<file path="src/rtl/rtc_cal_pkg.sv">
package rtc_cal_pkg;

  typedef struct packed {
    logic adv;      // one prescaler step this cycle
    logic psClear;  // hold prescaler at zero
    logic load;     // host write to a time register
  } dpStrobeT;

  typedef struct packed {
    logic flagBit;
    logic cieBit;
    logic enBit;
    logic psrBit;
    logic startBit;
  } ctrlWrT;

  function automatic logic [7:0] bcdInc(input logic [7:0] v);
    if (v[3:0] == 4'd9) return {v[7:4] + 4'd1, 4'd0};
    return {v[7:4], v[3:0] + 4'd1};
  endfunction

  function automatic logic leapYear(input logic tensOdd, input logic [3:0] ones);
    if (tensOdd) return (ones == 4'd2) || (ones == 4'd6);
    return (ones == 4'd0) || (ones == 4'd4) || (ones == 4'd8);
  endfunction

  function automatic logic [7:0] lastDay(input logic [7:0] mon, input logic leap);
    case (mon)
      8'h04, 8'h06, 8'h09, 8'h11: return 8'h30;
      8'h02:                      return leap ? 8'h29 : 8'h28;
      default:                    return 8'h31;
    endcase
  endfunction

endpackage

</file>
<file path="src/rtl/rtc_cal_ctrl.sv">
module rtc_cal_ctrl
  import rtc_cal_pkg::*;
#(
  parameter int IDX_W = 4
) (
  input  logic             clk,
  input  logic             rstN,
  input  logic             tick,
  input  logic             wrEn,
  input  logic [IDX_W-1:0] wrIdx,
  input  ctrlWrT           wrBits,
  input  logic             secCarry,
  output dpStrobeT         strobe,
  output logic             carryFlag,
  output logic             carryIe,
  output logic             clkEn,
  output logic             psReset,
  output logic             runStart,
  output logic             carryIrq
);
  localparam logic [IDX_W-1:0] CTRL1_IDX = IDX_W'(14);
  localparam logic [IDX_W-1:0] CTRL2_IDX = IDX_W'(15);
  localparam int               TIME_REGS = 8;

  logic wrCtrl1, wrCtrl2, running;

  assign wrCtrl1 = wrEn && (wrIdx == CTRL1_IDX);
  assign wrCtrl2 = wrEn && (wrIdx == CTRL2_IDX);
  assign running = clkEn && runStart;

  always_comb begin
    strobe.adv     = tick && running && !psReset;
    strobe.psClear = psReset;
    strobe.load    = wrEn && !running && (int'(wrIdx) < TIME_REGS);
  end

  always_ff @(posedge clk) begin
    if (!rstN) begin
      carryFlag <= 1'b0;
      carryIe   <= 1'b0;
      clkEn     <= 1'b0;
      psReset   <= 1'b0;
      runStart  <= 1'b0;
    end else begin
      if (wrCtrl1) carryIe <= wrBits.cieBit;
      if (secCarry)                          carryFlag <= 1'b1;
      else if (wrCtrl1 && !wrBits.flagBit)   carryFlag <= 1'b0;
      if (wrCtrl2) begin
        clkEn    <= wrBits.enBit;
        psReset  <= wrBits.psrBit;
        runStart <= wrBits.startBit;
      end
    end
  end

  assign carryIrq = carryFlag && carryIe;

  // a seconds carry is always recorded in the flag
  p_flag_set_r10: assert property (@(posedge clk) disable iff (!rstN)
    secCarry |=> carryFlag);

  // only a zero written to bit 7 may drop the flag
  p_flag_sticky_r10: assert property (@(posedge clk) disable iff (!rstN)
    (carryFlag && !(wrCtrl1 && !wrBits.flagBit)) |=> carryFlag);

  // no advance is issued while prescaler reset is held
  p_no_adv_in_reset_r3: assert property (@(posedge clk) disable iff (!rstN)
    psReset |-> !strobe.adv);

endmodule

</file>
<file path="src/rtl/rtc_cal_datapath.sv">
module rtc_cal_datapath
  import rtc_cal_pkg::*;
#(
  parameter int PS_BITS = 6,
  parameter int DATA_W  = 16
) (
  input  logic               clk,
  input  logic               rstN,
  input  dpStrobeT           strobe,
  input  logic [2:0]         loadIdx,
  input  logic [DATA_W-1:0]  loadData,
  output logic [PS_BITS-1:0] subSec,
  output logic [7:0]         sec,
  output logic [7:0]         min,
  output logic [7:0]         hour,
  output logic [2:0]         wday,
  output logic [7:0]         mday,
  output logic [7:0]         mon,
  output logic [15:0]        year,
  output logic               secCarry
);
  localparam logic [PS_BITS-1:0] PS_MAX = {PS_BITS{1'b1}};

  logic minCarry, hourCarry, dayCarry, monCarry, yearCarry, centCarry;
  logic [7:0] dayLimit;

  assign dayLimit  = lastDay(mon, leapYear(year[4], year[3:0]));
  assign secCarry  = strobe.adv && (subSec == PS_MAX);
  assign minCarry  = secCarry  && (sec  == 8'h59);
  assign hourCarry = minCarry  && (min  == 8'h59);
  assign dayCarry  = hourCarry && (hour == 8'h23);
  assign monCarry  = dayCarry  && (mday == dayLimit);
  assign yearCarry = monCarry  && (mon  == 8'h12);
  assign centCarry = yearCarry && (year[7:0] == 8'h99);

  function automatic logic hit(input logic ld, input logic [2:0] idx, input int n);
    return ld && (int'(idx) == n);
  endfunction

  always_ff @(posedge clk) begin
    if (!rstN) begin
      subSec <= '0;
      sec    <= 8'h00;
      min    <= 8'h00;
      hour   <= 8'h00;
      wday   <= 3'd0;
      mday   <= 8'h01;
      mon    <= 8'h01;
      year   <= 16'h2000;
    end else begin
      if (strobe.psClear)             subSec <= '0;
      else if (hit(strobe.load, loadIdx, 0)) subSec <= loadData[PS_BITS-1:0];
      else if (strobe.adv)            subSec <= subSec + 1'b1;

      if (hit(strobe.load, loadIdx, 1)) sec <= loadData[7:0];
      else if (secCarry) sec <= minCarry ? 8'h00 : bcdInc(sec);

      if (hit(strobe.load, loadIdx, 2)) min <= loadData[7:0];
      else if (minCarry) min <= hourCarry ? 8'h00 : bcdInc(min);

      if (hit(strobe.load, loadIdx, 3)) hour <= loadData[7:0];
      else if (hourCarry) hour <= dayCarry ? 8'h00 : bcdInc(hour);

      if (hit(strobe.load, loadIdx, 4)) wday <= loadData[2:0];
      else if (dayCarry) wday <= (wday == 3'd6) ? 3'd0 : wday + 3'd1;

      if (hit(strobe.load, loadIdx, 5)) mday <= loadData[7:0];
      else if (dayCarry) mday <= monCarry ? 8'h01 : bcdInc(mday);

      if (hit(strobe.load, loadIdx, 6)) mon <= loadData[7:0];
      else if (monCarry) mon <= yearCarry ? 8'h01 : bcdInc(mon);

      if (hit(strobe.load, loadIdx, 7)) year <= loadData[15:0];
      else if (yearCarry) begin
        year[7:0]  <= centCarry ? 8'h00 : bcdInc(year[7:0]);
        if (centCarry) year[15:8] <= (year[15:8] == 8'h99) ? 8'h00 : bcdInc(year[15:8]);
      end
    end
  end

  // time fields only move on an advance or a host load
  p_hold_when_idle_r8: assert property (@(posedge clk) disable iff (!rstN)
    (!strobe.adv && !strobe.load) |=> $stable({sec, min, hour, wday, mday, mon, year}));

  // prescaler reset leaves the prescaler at zero
  p_ps_held_r9: assert property (@(posedge clk) disable iff (!rstN)
    strobe.psClear |=> (subSec == '0));

  // a running calendar keeps a legal month
  p_month_range_r7: assert property (@(posedge clk) disable iff (!rstN)
    (strobe.adv && mon >= 8'h01 && mon <= 8'h12) |=> (mon >= 8'h01 && mon <= 8'h12));

endmodule

</file>
<file path="src/rtl/rtc_calendar.sv">
module rtc_calendar
  import rtc_cal_pkg::*;
#(
  parameter int ADDR_W  = 5,
  parameter int DATA_W  = 16,
  parameter int PS_BITS = 6
) (
  input  logic              clk,
  input  logic              rstN,
  input  logic              tick64,
  input  logic              wrEn,
  input  logic [ADDR_W-1:0] addr,
  input  logic [DATA_W-1:0] wrData,
  output logic [DATA_W-1:0] rdData,
  output logic              carryIrq
);
  localparam int IDX_W = ADDR_W - 1;

  logic [IDX_W-1:0]   idx;
  logic               aligned, wrOk;
  dpStrobeT           strobe;
  ctrlWrT             wrBits;
  logic [PS_BITS-1:0] subSec;
  logic [7:0]         sec, min, hour, mday, mon;
  logic [2:0]         wday;
  logic [15:0]        year;
  logic               secCarry, carryFlag, carryIe, clkEn, psReset, runStart;

  assign idx     = addr[ADDR_W-1:1];
  assign aligned = !addr[0];
  assign wrOk    = wrEn && aligned;
  assign wrBits  = '{flagBit: wrData[7], cieBit: wrData[4], enBit: wrData[3],
                     psrBit: wrData[1], startBit: wrData[0]};

  rtc_cal_ctrl #(.IDX_W(IDX_W)) u_ctrl (
    .clk(clk), .rstN(rstN), .tick(tick64), .wrEn(wrOk), .wrIdx(idx),
    .wrBits(wrBits), .secCarry(secCarry), .strobe(strobe),
    .carryFlag(carryFlag), .carryIe(carryIe), .clkEn(clkEn),
    .psReset(psReset), .runStart(runStart), .carryIrq(carryIrq)
  );

  rtc_cal_datapath #(.PS_BITS(PS_BITS), .DATA_W(DATA_W)) u_dp (
    .clk(clk), .rstN(rstN), .strobe(strobe), .loadIdx(idx[2:0]),
    .loadData(wrData), .subSec(subSec), .sec(sec), .min(min), .hour(hour),
    .wday(wday), .mday(mday), .mon(mon), .year(year), .secCarry(secCarry)
  );

  always_comb begin
    rdData = '0;
    if (aligned) begin
      case (int'(idx))
        0:  rdData = DATA_W'(subSec);
        1:  rdData = DATA_W'(sec);
        2:  rdData = DATA_W'(min);
        3:  rdData = DATA_W'(hour);
        4:  rdData = DATA_W'(wday);
        5:  rdData = DATA_W'(mday);
        6:  rdData = DATA_W'(mon);
        7:  rdData = DATA_W'(year);
        14: rdData = DATA_W'({carryFlag, 2'b00, carryIe, 4'b0000});
        15: rdData = DATA_W'({clkEn, 1'b0, psReset, runStart});
        default: rdData = '0;
      endcase
    end
  end

  // interrupt never asserts without a pending flag
  p_irq_needs_flag_r11: assert property (@(posedge clk) disable iff (!rstN)
    carryIrq |-> carryFlag);

endmodule

</file>
<file path="config.mk">
export PLATFORM = sky130hd
export DESIGN_NAME = rtc_calendar
export DESIGN_NICKNAME = d
export VERILOG_FILES = /design/src/rtl/rtc_cal_pkg.sv /design/src/rtl/rtc_cal_ctrl.sv /design/src/rtl/rtc_cal_datapath.sv /design/src/rtl/rtc_calendar.sv
export SDC_FILE = /design/constraint.sdc
export NUM_CORES = 1
export LEC_CHECK = 0
export CAP_MARGIN = 20
export CORE_MARGIN = 5
export CORE_UTILIZATION = 59
export DETAILED_ROUTE_END_ITERATION = 10
export PLACE_DENSITY = 0.89
export SLEW_MARGIN = 20
export SYNTH_ARGS = -nofsm -noshare
export SYNTH_HDL_FRONTEND = slang
export SYNTH_SLANG_ARGS = --single-unit
</file>
<file path="constraint.sdc">
create_clock -name clk -period 3.5 [get_ports clk]
set_clock_uncertainty 0.05 [all_clocks]
set_input_delay 0.7 -clock clk [delete_from_list [all_inputs] [get_ports clk]]
set_output_delay 0.7 -clock clk [all_outputs]
set_load 0.05 [all_outputs]
</file>
==> impl_metrics.ini <==
[outcome]
status = completed

[floorplan]
start_util_pct = 60.2
die_x_um = 104
io_pins = 42
die_y_um = 104
core_sq_mm = 0.00864
dieArea_sq_mm = 0.0108
row_count = 34

[worst_setup_path]
path_buf_inv = 3
worstSetupEndpointType = output port
worstPathMaxFanout = 18
crit_type = in2out
worstPathRequired_ns = 2.75
crit_arrival_ns = 2.51
crit_family = buffers and inverters
start_kind = input pin
crit_chain = clkdlybuf4s50_1 -> buf_12 -> mux2_2 -> a22oi_1 -> o21ai_0 -> a22oi_1 -> nor2_1 -> buf_12
crit_slowest_cell = clkdlybuf4s50_1
slowest_delay_ns = 0.60

[pwr]
power_density_mw_per_mm2 = 274
peakVddDrop_uv = 263
p_total_mw = 1.67
p_leak_nw = 2.13

[routing]
wirelength_mm = 17.5
vias = 5719
drc = 0
vias_per_cell = 6.85
wl_per_cell_um = 20.9
first_iter_violations = 529
ant_nets = 0
dr.pass1.iters = 5

[global_route]
first_global_vias = 5349
grt.overflow.total = 0
grt_start_max_net_pins = 46
grtUsageTotal_pct = 31.3
antenna_found_initial = 0
grt_pass1_wl_mm = 27.9

[layout]
fillers = 704
n_antenna_cell = 0
final_util_pct = 70.7
nets = 773
drive_gt1_share_pct = 12.0
area.growth.synth_to_final_pct = 17.4

[logic_synthesis]
synth-edff-count = 0
synth_cells = 689
async_flop_share_pct = 0
yosysSeqAreaShare_pct = 27.0
synth_area_sq_mm = 0.00520
yosysWarnings = 0
syn_nets = 739
synth_seq_cells = 70
yosysUniqueCellTypes = 74
yosys_most_used_dff = dfxtp_1
syn_avg_cell_area_sq_um = 7.54

[clocking]
tritoncts = built
cts.path.max_buffers = 2
cts_buffers = 9
clock-root-buffer = clkbuf_8
clk_latency_ns = 0.35
clkTransAtPathRegs_ns = 0.07
clock-sinks = 70
postCtsSetupBuffers = 0
htree_num_levels = 3

[timing]
tightest_slew_ns = 0.862
fin_crit_ns = 3.26
fin_setup_tns_ns = 0
setup_violations = 0
rsz0062_at_grt = no
fmax_mhz = 307
report.final.slew_viol_count = 0
hold-worst-slack_ns = 0.468
slew_headroom_pct = 42.4
post-route-period-util_pct = 93.0
hold_viol = 0

[min_path]
hp-class = reg2reg

[placed_design]
io_buffer_count = 41
routabilityCongestion = 0.986
hpwl_mm = 12.6

[flow_run]
maxCapViolCount = 0
final timing paths:
check	slack [ns]	cells past startpoint	from	endpoint
worst max-delay path	0.24	8	addr[3]	rdData[4]
worst min register to register	0.47	2	u_ctrl.carryIe$_SDFFE_PN0P_	u_ctrl.carryIe$_SDFFE_PN0P_
worst max register to register	0.39	8	u_dp.mon[0]$_SDFFE_PN1P_	u_dp.year[14]$_SDFFE_PN0P_
worst min-delay path	0.47	2	u_ctrl.carryIe$_SDFFE_PN0P_	u_ctrl.carryIe$_SDFFE_PN0P_
cells in the mapped netlist, types with 11 or more instances:
master,count,area (sq um)
nor2_1,77,289
a31oi_1,14,87.6
nand2_1,70,263
mux2i_1,11,110
a21oi_1,30,150
inv_1,26,97.6
o21ai_0,54,270
dfxtp_1,70,1400
nand3_1,39,195
clkbuf_1,34,128
nor3_1,33,165
a211oi_1,13,97.6
ha_1,25,313
area by class of cell:
cell class | count | area [sq um] | area share [%]
Clock buffer | 11 | 141 | 2.32
Clock inverter | 4 | 47.5 | 0.779
Inverter | 27 | 101 | 1.66
Multi-Input combinational cell | 548 | 3520 | 57.7
Sequential cell | 70 | 1400 | 23.0
Tap cell | 108 | 135 | 2.21
Timing Repair Buffer | 67 | 756 | 12.4
cell families (layout without fill, tap and decap cells):
kind of cell / Yosys count / after routing / synth area share (%)
AOI/OAI and AO/OA: 176 / 176 / 21.9
DFF: 70 / 70 / 27.0
buffers and inverters: 71 / 109 / 5.51
muxes: 24 / 24 / 6.74
adders and majority gates: 25 / 25 / 6.02
and+or+nand+nor: 313 / 313 / 31.2
xor gates and xnor gates: 10 / 10 / 1.69
sequential cells by signal (all words and copies together), names as in the netlist:
| signal | cells |
|---|---|
| u_ctrl.carryFlag | 1 |
| u_ctrl.carryIe | 1 |
| u_ctrl.clkEn | 1 |
| u_ctrl.psReset | 1 |
| u_ctrl.runStart | 1 |
| u_dp.hour | 8 |
| u_dp.mday | 8 |
| u_dp.min | 8 |
| u_dp.mon | 8 |
| u_dp.sec | 8 |
| u_dp.subSec | 6 |
| u_dp.wday | 3 |
| u_dp.year | 16 |
worst reg2reg max path: stages (launching register included):
cell	delay [ns]
dfxtp_1	0.64
nand2_1	0.13
nor3_2	0.40
a2bb2oi_1	0.18
nor4b_1	0.37
buf_4	0.20
o2111ai_1	0.29
or4_1	0.58
a31oi_1	0.19
where the power goes:
group	total, mW	switching, mW	internal, mW
clock	0.673	0.330	0.343
sequential	0.820	0.0160	0.804
combinational	0.179	0.106	0.0729
total	1.67	0.453	1.22
through the flow:
step                worst slack [ns]  area [sq um]  std cells
floorplan                     0.0488          5210        689
global placement               0.153          5910        820
detailed placement             0.139          5910        820
CTS                            0.143          6100        835
global route                   0.133          6100        835
finish                         0.245          6100        835
cell usage in the layout (no fill, tap or decap), drive strengths merged, types with 8 or more instances in the layout:
| master | instances |
|---|---|
| a211oi | 13 |
| a21oi | 30 |
| a22oi | 9 |
| a311oi | 9 |
| a31oi | 14 |
| and2 | 10 |
| buf | 42 |
| clkbuf | 11 |
| clkdlybuf4s50 | 24 |
| dfxtp | 70 |
| ha | 25 |
| inv | 27 |
| mux2i | 11 |
| mux4 | 8 |
| nand2 | 70 |
| nand3 | 39 |
| nor2 | 77 |
| nor3 | 36 |
| o211ai | 8 |
| o21ai | 57 |
| or3 | 9 |
| or4 | 9 |
layer usage:
metal | vias up | wire, um | global-route usage, %
met5 | - | 0 | 0
met4 | 0 | 707 | 15.7
met3 | 71 | 1990 | 6.27
met2 | 369 | 7930 | 48.5
met1 | 2660 | 6830 | 41.4
li1 | 2619 | - | -
repair_timing:
| item | in CTS | in global routing |
|---|---|---|
| resized for setup | 0 | 1 |
| hold buffers | 0 | 0 |
| endpoints found under the setup margin | 0 | 1 |
No activity file was read; power rests on OpenSTA's default activity.
